==> src/rtl/irqt_pkg.sv <==
package irqt_pkg;

    localparam int NIB_W = 4;
    localparam int CNT_W = 2 * NIB_W;

    typedef logic [CNT_W-1:0] count_t;
    typedef logic [NIB_W-1:0] nibble_t;

    localparam count_t CNT_TOP = '1;

    typedef enum logic [1:0] {
        SEL_NONE     = 2'd0,
        SEL_RELOAD_L = 2'd1,
        SEL_RELOAD_H = 2'd2,
        SEL_CTRL     = 2'd3
    } reg_sel_e;

    typedef struct packed {
        logic run;
        logic rearm;
    } ctrl_t;

    typedef struct packed {
        reg_sel_e sel;
        nibble_t  nib;
        ctrl_t    ctrl;
    } wr_cmd_t;

    function automatic ctrl_t ctrl_decode(input logic [1:0] bits);
        ctrl_t c;
        c.run   = bits[1];
        c.rearm = bits[0];
        return c;
    endfunction

    function automatic count_t reload_merge(input count_t cur, input nibble_t nib, input logic upper);
        count_t r;
        r = cur;
        if (upper) r[CNT_W-1:NIB_W] = nib;
        else       r[NIB_W-1:0]     = nib;
        return r;
    endfunction

endpackage

==> src/rtl/irqt_decode.sv <==
module irqt_decode
    import irqt_pkg::*;
#(
    parameter int          ADDR_W    = 16,
    parameter int          DATA_W    = 8,
    parameter int unsigned ADDR_RLO  = 32'hF000,
    parameter int unsigned ADDR_RHI  = 32'hF004,
    parameter int unsigned ADDR_CTRL = 32'hF008
) (
    input  logic              wr,
    input  logic [ADDR_W-1:0] addr,
    input  logic [DATA_W-1:0] data,
    output wr_cmd_t           cmd
);

    logic unused_data_hi;
    assign unused_data_hi = ^data[DATA_W-1:NIB_W];

    always_comb begin
        cmd.sel  = SEL_NONE;
        cmd.nib  = data[NIB_W-1:0];
        cmd.ctrl = ctrl_decode(data[1:0]);
        if (wr) begin
            if (addr == ADDR_W'(ADDR_RLO))       cmd.sel = SEL_RELOAD_L;
            else if (addr == ADDR_W'(ADDR_RHI))  cmd.sel = SEL_RELOAD_H;
            else if (addr == ADDR_W'(ADDR_CTRL)) cmd.sel = SEL_CTRL;
        end
    end

endmodule

==> src/rtl/irqt_regs.sv <==
module irqt_regs
    import irqt_pkg::*;
(
    input  logic    clk,
    input  logic    rst,
    input  wr_cmd_t cmd,
    input  logic    wrap,
    output count_t  reload,
    output ctrl_t   ctrl,
    output logic    ctrl_wr,
    output logic    arm
);

    assign ctrl_wr = (cmd.sel == SEL_CTRL);
    assign arm     = ctrl_wr && cmd.ctrl.run;

    always_ff @(posedge clk) begin
        if (rst) begin
            reload <= '0;
        end else if (cmd.sel == SEL_RELOAD_L) begin
            reload <= reload_merge(reload, cmd.nib, 1'b0);
        end else if (cmd.sel == SEL_RELOAD_H) begin
            reload <= reload_merge(reload, cmd.nib, 1'b1);
        end
    end

    always_ff @(posedge clk) begin
        if (rst) begin
            ctrl <= '0;
        end else if (ctrl_wr) begin
            ctrl <= cmd.ctrl;
        end else if (wrap) begin
            ctrl.run <= ctrl.run | ctrl.rearm;
        end
    end

endmodule

==> src/rtl/irqt_prescaler.sv <==
module irqt_prescaler #(
    parameter int PRESCALE = 114,
    parameter int PW       = $clog2(PRESCALE)
) (
    input  logic          clk,
    input  logic          rst,
    input  logic          run,
    input  logic          cycle_en,
    input  logic          ctrl_wr,
    input  logic          arm,
    output logic [PW-1:0] presc,
    output logic          tick
);

    localparam logic [PW:0] LIMIT = (PW+1)'(PRESCALE);

    logic          advance;
    logic [PW:0]   sum;
    logic [PW:0]   nxt;

    assign advance = run && cycle_en && !ctrl_wr;
    assign sum     = {1'b0, presc} + {{PW{1'b0}}, 1'b1};
    assign tick    = advance && (sum >= LIMIT);
    assign nxt     = (sum >= LIMIT) ? (sum - LIMIT) : sum;

    always_ff @(posedge clk) begin
        if (rst) begin
            presc <= '0;
        end else if (arm) begin
            presc <= '0;
        end else if (advance) begin
            presc <= nxt[PW-1:0];
        end
    end

endmodule

==> src/rtl/irqt_counter.sv <==
module irqt_counter
    import irqt_pkg::*;
(
    input  logic   clk,
    input  logic   rst,
    input  logic   tick,
    input  logic   arm,
    input  logic   ctrl_wr,
    input  count_t reload,
    output count_t count,
    output logic   wrap,
    output logic   irq
);

    assign wrap = tick && (count == CNT_TOP);

    always_ff @(posedge clk) begin
        if (rst) begin
            count <= '0;
        end else if (arm) begin
            count <= reload;
        end else if (tick) begin
            count <= wrap ? reload : count + count_t'(1);
        end
    end

    always_ff @(posedge clk) begin
        if (rst) begin
            irq <= 1'b0;
        end else if (ctrl_wr) begin
            irq <= 1'b0;
        end else if (wrap) begin
            irq <= 1'b1;
        end
    end

endmodule

==> src/rtl/irqt_top.sv <==
module irqt_top
    import irqt_pkg::*;
#(
    parameter int          ADDR_W    = 16,
    parameter int          DATA_W    = 8,
    parameter int          PRESCALE  = 114,
    parameter int unsigned ADDR_RLO  = 32'hF000,
    parameter int unsigned ADDR_RHI  = 32'hF004,
    parameter int unsigned ADDR_CTRL = 32'hF008
) (
    input  logic              clk,
    input  logic              rst,
    input  logic [ADDR_W-1:0] cpu_addr,
    input  logic [DATA_W-1:0] cpu_data,
    input  logic              cpu_wr,
    input  logic              cpu_cycle,
    output logic              irq_o
);

    localparam int PRESC_W = $clog2(PRESCALE);

    wr_cmd_t            cmd;
    count_t             reload;
    count_t             count;
    ctrl_t              ctrl;
    logic               ctrl_wr;
    logic               arm;
    logic               tick;
    logic               wrap;
    logic [PRESC_W-1:0] presc;

    irqt_decode #(
        .ADDR_W   (ADDR_W),
        .DATA_W   (DATA_W),
        .ADDR_RLO (ADDR_RLO),
        .ADDR_RHI (ADDR_RHI),
        .ADDR_CTRL(ADDR_CTRL)
    ) u_decode (
        .wr  (cpu_wr),
        .addr(cpu_addr),
        .data(cpu_data),
        .cmd (cmd)
    );

    irqt_regs u_regs (
        .clk    (clk),
        .rst    (rst),
        .cmd    (cmd),
        .wrap   (wrap),
        .reload (reload),
        .ctrl   (ctrl),
        .ctrl_wr(ctrl_wr),
        .arm    (arm)
    );

    irqt_prescaler #(
        .PRESCALE(PRESCALE),
        .PW      (PRESC_W)
    ) u_presc (
        .clk     (clk),
        .rst     (rst),
        .run     (ctrl.run),
        .cycle_en(cpu_cycle),
        .ctrl_wr (ctrl_wr),
        .arm     (arm),
        .presc   (presc),
        .tick    (tick)
    );

    irqt_counter u_count (
        .clk    (clk),
        .rst    (rst),
        .tick   (tick),
        .arm    (arm),
        .ctrl_wr(ctrl_wr),
        .reload (reload),
        .count  (count),
        .wrap   (wrap),
        .irq    (irq_o)
    );

endmodule

==> config.mk <==
export PLATFORM = sky130hd
export DESIGN_NAME = irqt_top
export DESIGN_NICKNAME = d
export VERILOG_FILES = /design/src/rtl/irqt_pkg.sv /design/src/rtl/irqt_decode.sv /design/src/rtl/irqt_regs.sv /design/src/rtl/irqt_prescaler.sv /design/src/rtl/irqt_counter.sv /design/src/rtl/irqt_top.sv
export SDC_FILE = /design/constraint.sdc
export NUM_CORES = 1
export LEC_CHECK = 0
export ABC_AREA = 1
export CORE_ASPECT_RATIO = 1.1
export CORE_UTILIZATION = 52
export CTS_CLUSTER_DIAMETER = 40
export DETAILED_ROUTE_END_ITERATION = 8
export PLACE_DENSITY = 0.79
export SYNTH_ARGS = -nofsm -noshare
export SYNTH_HDL_FRONTEND = slang
export SYNTH_SLANG_ARGS = --single-unit
==> constraint.sdc <==
create_clock -name clk -period 2 [get_ports clk]
set_input_delay 0.4 -clock clk [delete_from_list [all_inputs] [get_ports clk]]
set_output_delay 0.4 -clock clk [all_outputs]
set_load 0.05 [all_outputs]
==> results by group, run 1 <==
Floorplan
  – Die height: ~60 µm
  – Site Rows: 20
  – Die Wd: 54.9 µm
  – CORE AREA: ~2900 µm²
  – Io pins: 29
  – Die Area: approximately 3300 µm²
  – Starting Density: 56.1%

Clock tree
  – Sink Count: 25
  – Clk Latency, worst-skew pair: ~0.32 ns
  – Setup Fix Bufs, Post-CTS: 0
  – Hold_buf cts: 0
  – Clk slew on worst S/H paths: around 0.13 ns
  – H-tree depth: 1
  – Clock Tree Root: clkbuf_4
  – Total CTS buffers: 3
  – CTS tree: yes
  – Max Root-Sink Buffers: 2

Synthesis
  – Synth warn: 0
  – Top-area cell type share of the netlist area: 31.3%
  – Fraction of registers with async set/reset: 0%
  – Synth Flop Type: dfxtp_1
  – Ranking of synthesized cells by area: dfxtp_1 31%, inv_1 11%, nand2_1 11%, nand3_1 8.1%, o21ai_0 7.2%
  – Number of synthesized flops with an enable pin: 0
  – Synth Area in Compound Gates: around 16%
  – Largest family of logic cells by synthesized area: simple AND/OR/NAND/NOR gates
  – Mean post-synth cell area: 6.56 µm²
  – Cell Area, Synth: approximately 1600 µm²
  – Register area share after synthesis: 31.3%
  – Most instantiated cells after synthesis: 45 x inv_1, 45 x nand2_1, 26 x nand3_1
  – Synth unique cells: 27
  – Mux contribution to synthesized area: 0%
  – Cells after Synth: 244
  – Synthesized flop and latch total: 25
  – Synth Area in Simple Gates: between 30 and 40%
  – Post-synthesis xor/xnor area fraction: 4.38%
  – Post-Synth Adder-Cell Area: between 3 and 4%
  – Net count of the mapped netlist: between 200 and 300
  – Area leader, netlist: dfxtp_1

Setup path
  – Critical path startpoint: u_presc.presc[0]
  – Req. time, crit path: 2.23 ns
  – CP Launch Type: flop
  – Kind of critical path: flop to flop
  – Crit path max fanout: 9
  – Crit path DAT: about 2.1 ns
  – Nature of the critical path endpoint: flop
  – Critical R2R Launch: u_presc.presc[0]

Worst hold path
  – Hold_sp: u_count.irq
  – Worst hold-check path type: flop to flop

Timing
  – Final slew viol count: 0
  – Max_slew headroom: between 60% and 70%
  – # setup viols final: 0
  – Fmax: between 500 and 600 MHz
  – Skew final: approximately 0.0072 ns
  – Fin. Hold Viols: 0
  – Slew @ Worst Pin: 0.486 ns
  – Final TNS setup: 0 ns
  – Fin crit share: between 90% and 100%
  – Min cycle time layout: roughly 1.9 ns
  – Worst setup margin: around 0.099 ns

Placed design
  – GPL Wtd Cong: 0.793
  – PortBufs: 24
  – Placed insts: around 310
  – HPWL Detailed: between 2000 and 3000 µm
  – Placement Setup Slack: -0.223 ns

GRT
  – Total gr overflow: 0
  – Initial antenna violation count: 0
  – Number of global-route vias before repair: approximately 1400
  – Maximum number of pins on one net before global-route repair: 16
  – Global-route wire length before repair: between 5000 and 6000 µm
  – GR Util All Layers: between 20% and 30%

Pwr
  – Internal power: between 0.6 and 0.7 mW
  – Pwr Total: around 0.80 mW
  – Net Sw Power: about 0.18 mW
  – Clock share of power: between 20% and 30%
  – Sequential share of power: between 60% and 70%
  – Power per standard cell area: 393 nW/µm²
  – Comb power frac: a little under a tenth
  – Leak: ~0.95 nW
  – Peak VDD IR: 507 µV
  – Switching share of power: 22.1%

Route
  – Remaining DRCs: 0
  – Via count: 1600
  – DR iter-0 viols: 29
  – Routed Antenna Nets: 0
  – Pre-antenna DRT Iters: 4
  – Routed wire per std cell: 11.2 µm
  – Routed WL: around 3500 µm
  – Vias/cell: 5.10

Final layout
  – Layout cells sized above 1: approximately 14%
  – Final Core Density: a little under three quarters
  – Post-Layout Cell Count: 314
  – Synth-to-layout area growth: 26.7%
  – Fin nets: 314
  – Diode count: 0

Status
  – Status: completed

Job
  – Max-cap violation count: 0
[per-stage QoR]
step / hold slack (ns) / cell area, µm²
after detailed placement: 0.450 / 1930
after floorplan: 0.439 / 1600
after CTS: 0.469 / 1960
final: 0.466 / 2030
after global routing: 0.506 / 2030
after global placement: 0.442 / 1930
[critical path, cell delays in order, from the launching register on]
cell and delay [ns]:
dfxtp_4 0.38, ha_1 0.22, nand2_1 0.13, inv_2 0.08, nand2_2 0.08, nand2_2 0.08
nor2_1 0.15, nand3_2 0.10, nand2_4 0.13, buf_4 0.17, a21oi_1 0.07, o21ai_0 0.16
inv_1 0.05
[per-layer routing]
layer	vias up	wire length [µm]	GRT usage, %
met5	-	0	0
met4	0	38	7.50
met3	5	65	3.05
met2	14	1800	43.2
met1	711	1610	26.5
li1	870	-	-
[layout make-up]
| class | instances | area (µm²) |
|---|---|---|
| timing repair buffer | 35 | 323 |
| tap | 33 | 41.3 |
| sequential | 25 | 505 |
| inverter | 46 | 173 |
| clock inverter | 1 | 5.00 |
| clock buffer | 3 | 22.5 |
| multi-input combinational | 171 | 958 |
| fill | 238 | 825 |
[layout by cell type, fill, tap and decap left out, drive strengths merged]
master,netlist,layout
dfxtp,25,25
nor4,1,1
o31a,1,1
o21ai,25,25
or3b,1,1
nand2,50,51
nor2,19,19
xor2,8,8
nor3,4,4
clkinv,0,1
nand3b,1,1
clkbuf,2,3
o21bai,2,2
ha,4,4
nand4,5,5
inv,46,46
nand3,28,29
clkdlybuf4s50,0,24
a21boi,1,1
buf,2,11
a21oi,19,19
[state kept, by name, indices dropped and copies added (netlist names)]
name	count
u_count.count	8
u_count.irq	1
u_presc.presc	7
u_regs.ctrl	1
u_regs.reload	8
[power groups by stage]
stage	Sequential (mW)	Combinational (mW)	Clock, mW
after floorplan	0.509	0.0184	0
after global placement	0.509	0.0748	0
after detailed placement	0.509	0.0756	0
after CTS	0.498	0.0754	0.237
after global routing	0.497	0.0838	0.255
final	0.497	0.0761	0.225
[cell families (layout without fill, tap and decap cells)]
| logic type | count (synthesis) | in the layout |
|---|---|---|
| xor gates and xnor gates | 8 | 8 |
| and+or+nand+nor | 109 | 111 |
| DFF | 25 | 25 |
| adders and majority gates | 4 | 4 |
| buffers and inverters | 50 | 85 |
| AOI/OAI and AO/OA | 48 | 48 |
[repair_timing]
action / in CTS / in global routing
gates cloned: 0 / 2
pin swaps: 0 / 3
setup endpoints to repair: 5 / 10
resized for setup: 1 / 19
[path summary, 6_finish.rpt]
check | end | slack [ns] | cells after the start
min reg2reg | u_count.irq | 0.47 | 2
max reg2reg | u_presc.presc[3] | 0.1 | 12
max | u_presc.presc[3] | 0.1 | 12
min | u_count.irq | 0.47 | 2
Power figures use the tool's default switching activity.
==> inputs of run 2 (changes only) <==
--- a/config.mk
+++ b/config.mk
@@ -5,7 +5,6 @@
 export SDC_FILE = /design/constraint.sdc
 export NUM_CORES = 1
 export LEC_CHECK = 0
-export ABC_AREA = 1
 export CORE_ASPECT_RATIO = 1.1
 export CORE_UTILIZATION = 52
 export CTS_CLUSTER_DIAMETER = 40
==> results by group, run 2 <==
Setup path
  – Critical path startpoint: u_presc.presc[1]
  – Worst path bufs/invs: 1 (-2)
  – Delay-heaviest family, CP: compound AO/OA/AOI/OAI gates
  – CP Launch Type: flop
  – Worst-path cell chain: inv_4 -> ha_4 -> nand2b_4 -> or3_4 -> a21bo_4 -> a211o_1 -> a21o_1 -> a21oi_2
  – Nature of the critical path endpoint: flop
  – Req. time, crit path: 2.27 ns (+0.04 ns)
  – Max stage delay on crit path: 0.41 ns (+0.03 ns)
  – Crit path max fanout: 7 (-2)
  – Kind of critical path: flop to flop
  – Crit path DAT: 2.38 ns (+0.25 ns)
  – Critical Path Slowest Stage Cell: dfxtp_4
  – Critical R2R Launch: u_presc.presc[1]

Clock tree
  – CTS tree: yes
  – Max Root-Sink Buffers: 2 (unchanged)
  – Clk slew on worst S/H paths: 0.15 ns (+0.02 ns)
  – Total CTS buffers: 3 (unchanged)
  – Clk Latency, worst-skew pair: 0.32 ns (about the same)
  – Clock Tree Root: clkbuf_4
  – Sink Count: 25 (unchanged)
  – H-tree depth: 1 (unchanged)

Synthesis
  – Synthesized flop and latch total: 25 (unchanged)
  – Top-area cell type share of the netlist area: 31.6% (+0.35 points)
  – Most instantiated cells after synthesis: 28 x nor2_1, 25 x dfxtp_1, 12 x nand2_1
  – Most frequent cell after synthesis: nor2_1
  – Mean post-synth cell area: 8.08 µm² (+23%)
  – Number of synthesized flops with an enable pin: 0 (unchanged)
  – Synth Flop Type: dfxtp_1
  – Register area share after synthesis: 31.6% (+0.35 points)
  – Net count of the mapped netlist: 228 (-17%)
  – Synth warn: 0 (unchanged)
  – Cells after Synth: 196 (-20%)
  – Synth unique cells: 52 (+93%)
  – Fraction of registers with async set/reset: 0% (unchanged)
  – Cell Area, Synth: 1580 µm² (-1.1%)
  – Area leader, netlist: dfxtp_1
  – Ranking of synthesized cells by area: dfxtp_1 32%, nor2_1 6.6%, mux2i_1 5.1%, a21oi_1 3.5%, ha_1 3.2%

Route
  – DR iter-0 viols: 110 (+280%)
  – Met2 wire length: 2870 µm (+60%)
  – Routed wire per std cell: 18.2 µm (+62%)
  – Highest metal used: met4
  – Routed Antenna Nets: 0 (unchanged)
  – Routed WL: 5210 µm (+48%)
  – Remaining DRCs: 0 (unchanged)
  – Vias/cell: 6.39 (+25%)
  – Pre-antenna DRT Iters: 4 (unchanged)
  – Routed met3 length: 236 µm (+260%)
  – Via count: 1835 (+15%)
  – M1 WL: 1910 µm (+18%)

GRT
  – Global-route wire length before repair: 7860 µm (+39%)
  – Number of global-route vias before repair: 1808 (+27%)
  – Initial antenna violation count: 0 (unchanged)
  – Maximum number of pins on one net before global-route repair: 19 (+3)
  – GR Util All Layers: 33.3% (+10 points)
  – Total gr overflow: 0 (unchanged)

Final layout
  – Synth-to-layout area growth: 52.5%
  – Diode count: 0 (unchanged)
  – Commonest non-fill, non-tap cell in the layout: buf_4
  – Cell area after layout: 2410 µm² (+19%)
  – Final Core Density: 85.4% (+14 points)
  – Layout cells sized above 1: 36.2% (+22 points)
  – Registers with the most flip-flops: u_count.count (8), u_regs.reload (8), u_presc.presc (7)
  – Most frequent cells in the layout: 37 x buf_4, 24 x nor2_1, 23 x dfxtp_1, 12 x clkdlybuf4s50_1, 11 x nand2_1
  – Fin nets: 287 (-8.6%)

Placed design
  – PortBufs: 24 (unchanged)
  – GPL Wtd Cong: 0.894 (+13%)
  – HPWL Detailed: 3340 µm (+28%)
  – DP Area: 2090 µm² (+8.1%)

Floorplan
  – Die Area: 3270 µm² (-1.0%)
  – Site Rows: 20 (unchanged)
  – Starting Density: 56.0% (-0.12 points)
  – Die height: 59.9 µm (-0.52%)
  – Io pins: 29 (unchanged)
  – CORE AREA: 2830 µm² (-0.88%)
  – Die Wd: 54.6 µm (-0.53%)

Timing
  – Skew final: 0.00365 ns (-0.00357 ns)
  – Unrepaired setup endpoints after global routing: yes
  – Fin crit share: 106% (+11 points)
  – Final TNS setup: -0.794 ns (-0.794 ns)
  – Fin. Hold Viols: 0 (unchanged)
  – Slew @ Worst Pin: 0.498 ns (+0.0127 ns)
  – Max_slew headroom: 66.7% (-0.85 points)
  – Worst setup margin: -0.113 ns (-0.213 ns)
  – Min cycle time layout: 2.11 ns (+0.213 ns)
  – Final hold slack: 0.518 ns (+0.0520 ns)
  – Fmax: 473 MHz (-10%)
  – Final slew viol count: 0 (unchanged)
  – # setup viols final: 11 (+11)

Worst hold path
  – Worst hold-check path type: flop to flop
  – Hold_sp: u_regs.reload[7]

Pwr
  – Peak VDD IR: 448 µV (-12%)
  – Leak: 0.968 nW (+1.7%)
  – Power per standard cell area: 345 nW/µm² (-12%)

Status
  – Status: finished, violations left
  – Violated checks: setup timing

Job
  – Max-cap violation count: 0 (unchanged)
-- run 2: cell count changes after synthesis, sizes merged, moves of 5 or more --
cell	before	now
o21ai	25	8
and2	0	5
a21oi	19	13
mux2i	0	8
a21o	0	5
inv	46	2
and3	0	5
nand3	28	6
nand2	50	12
nor2	19	28
xor2	8	0
buf	2	8
-- run 2: worst paths after layout --
path                            depth (start not counted)               end  slack (ns)
worst max-delay path                                    8  u_presc.presc[3]       -0.11
worst min-delay path                                    1  u_count.count[7]        0.52
worst max register to register                          8  u_presc.presc[3]       -0.11
worst min register to register                          1  u_count.count[7]        0.52
-- run 2: per-stage QoR --
step | power (mW) | setup WS [ns] | cells
after global placement | 0.589 | -0.478 | 275
after floorplan | 0.529 | -0.0799 | 196
final | 0.833 | -0.113 | 287
after CTS | 0.832 | -0.0867 | 282
after detailed placement | 0.592 | -0.561 | 275
after global routing | 0.854 | -0.179 | 287
-- run 2: timing repair --
item / in CTS / in global routing
setup buffers: 3 / 5
endpoints found under the hold margin: 0 / 0
pin swaps: 17 / 22
endpoints found under the setup margin: 14 / 22
gates resized for setup: 37 / 25
hold buffers: 0 / 0
-- run 2: kinds of logic after synthesis --
kind of cell             count (synthesis)  synth area share, %
AO/OA/AOI/OAI                           51                 22.2
XOR/XNOR                                 4                 2.21
adder cells (fa/ha/maj)                  4                 3.16
buffers and inverters                   14                 4.74
flip-flops                              25                 31.6
multiplexers                             9                 5.77
AND/OR/NAND/NOR                         89                 30.3
-- run 2: report_power, final --
part / total (mW) / switching [mW] / internal (mW)
registers: 0.500 / 0.00282 / 0.497
logic: 0.0915 / 0.0370 / 0.0545
clock network: 0.241 / 0.164 / 0.0764
-- run 2: per-layer routing --
metal | global-route usage (%) | vias to the layer above
li1 | - | 844
met1 | 34.7 | 885
met2 | 59.9 | 82
met3 | 5.34 | 24
met4 | 20.1 | 0
met5 | 0 | -
-- run 2: layout make-up --
cell class / instances / area, µm²
Clock buffer: 3 / 22.5
Clock inverter: 1 / 7.51
Fill cell: 135 / 414
Inverter: 2 / 10.0
Multi-Input combinational cell: 157 / 1250
Sequential cell: 25 / 508
Tap cell: 33 / 41.3
Timing Repair Buffer: 66 / 578
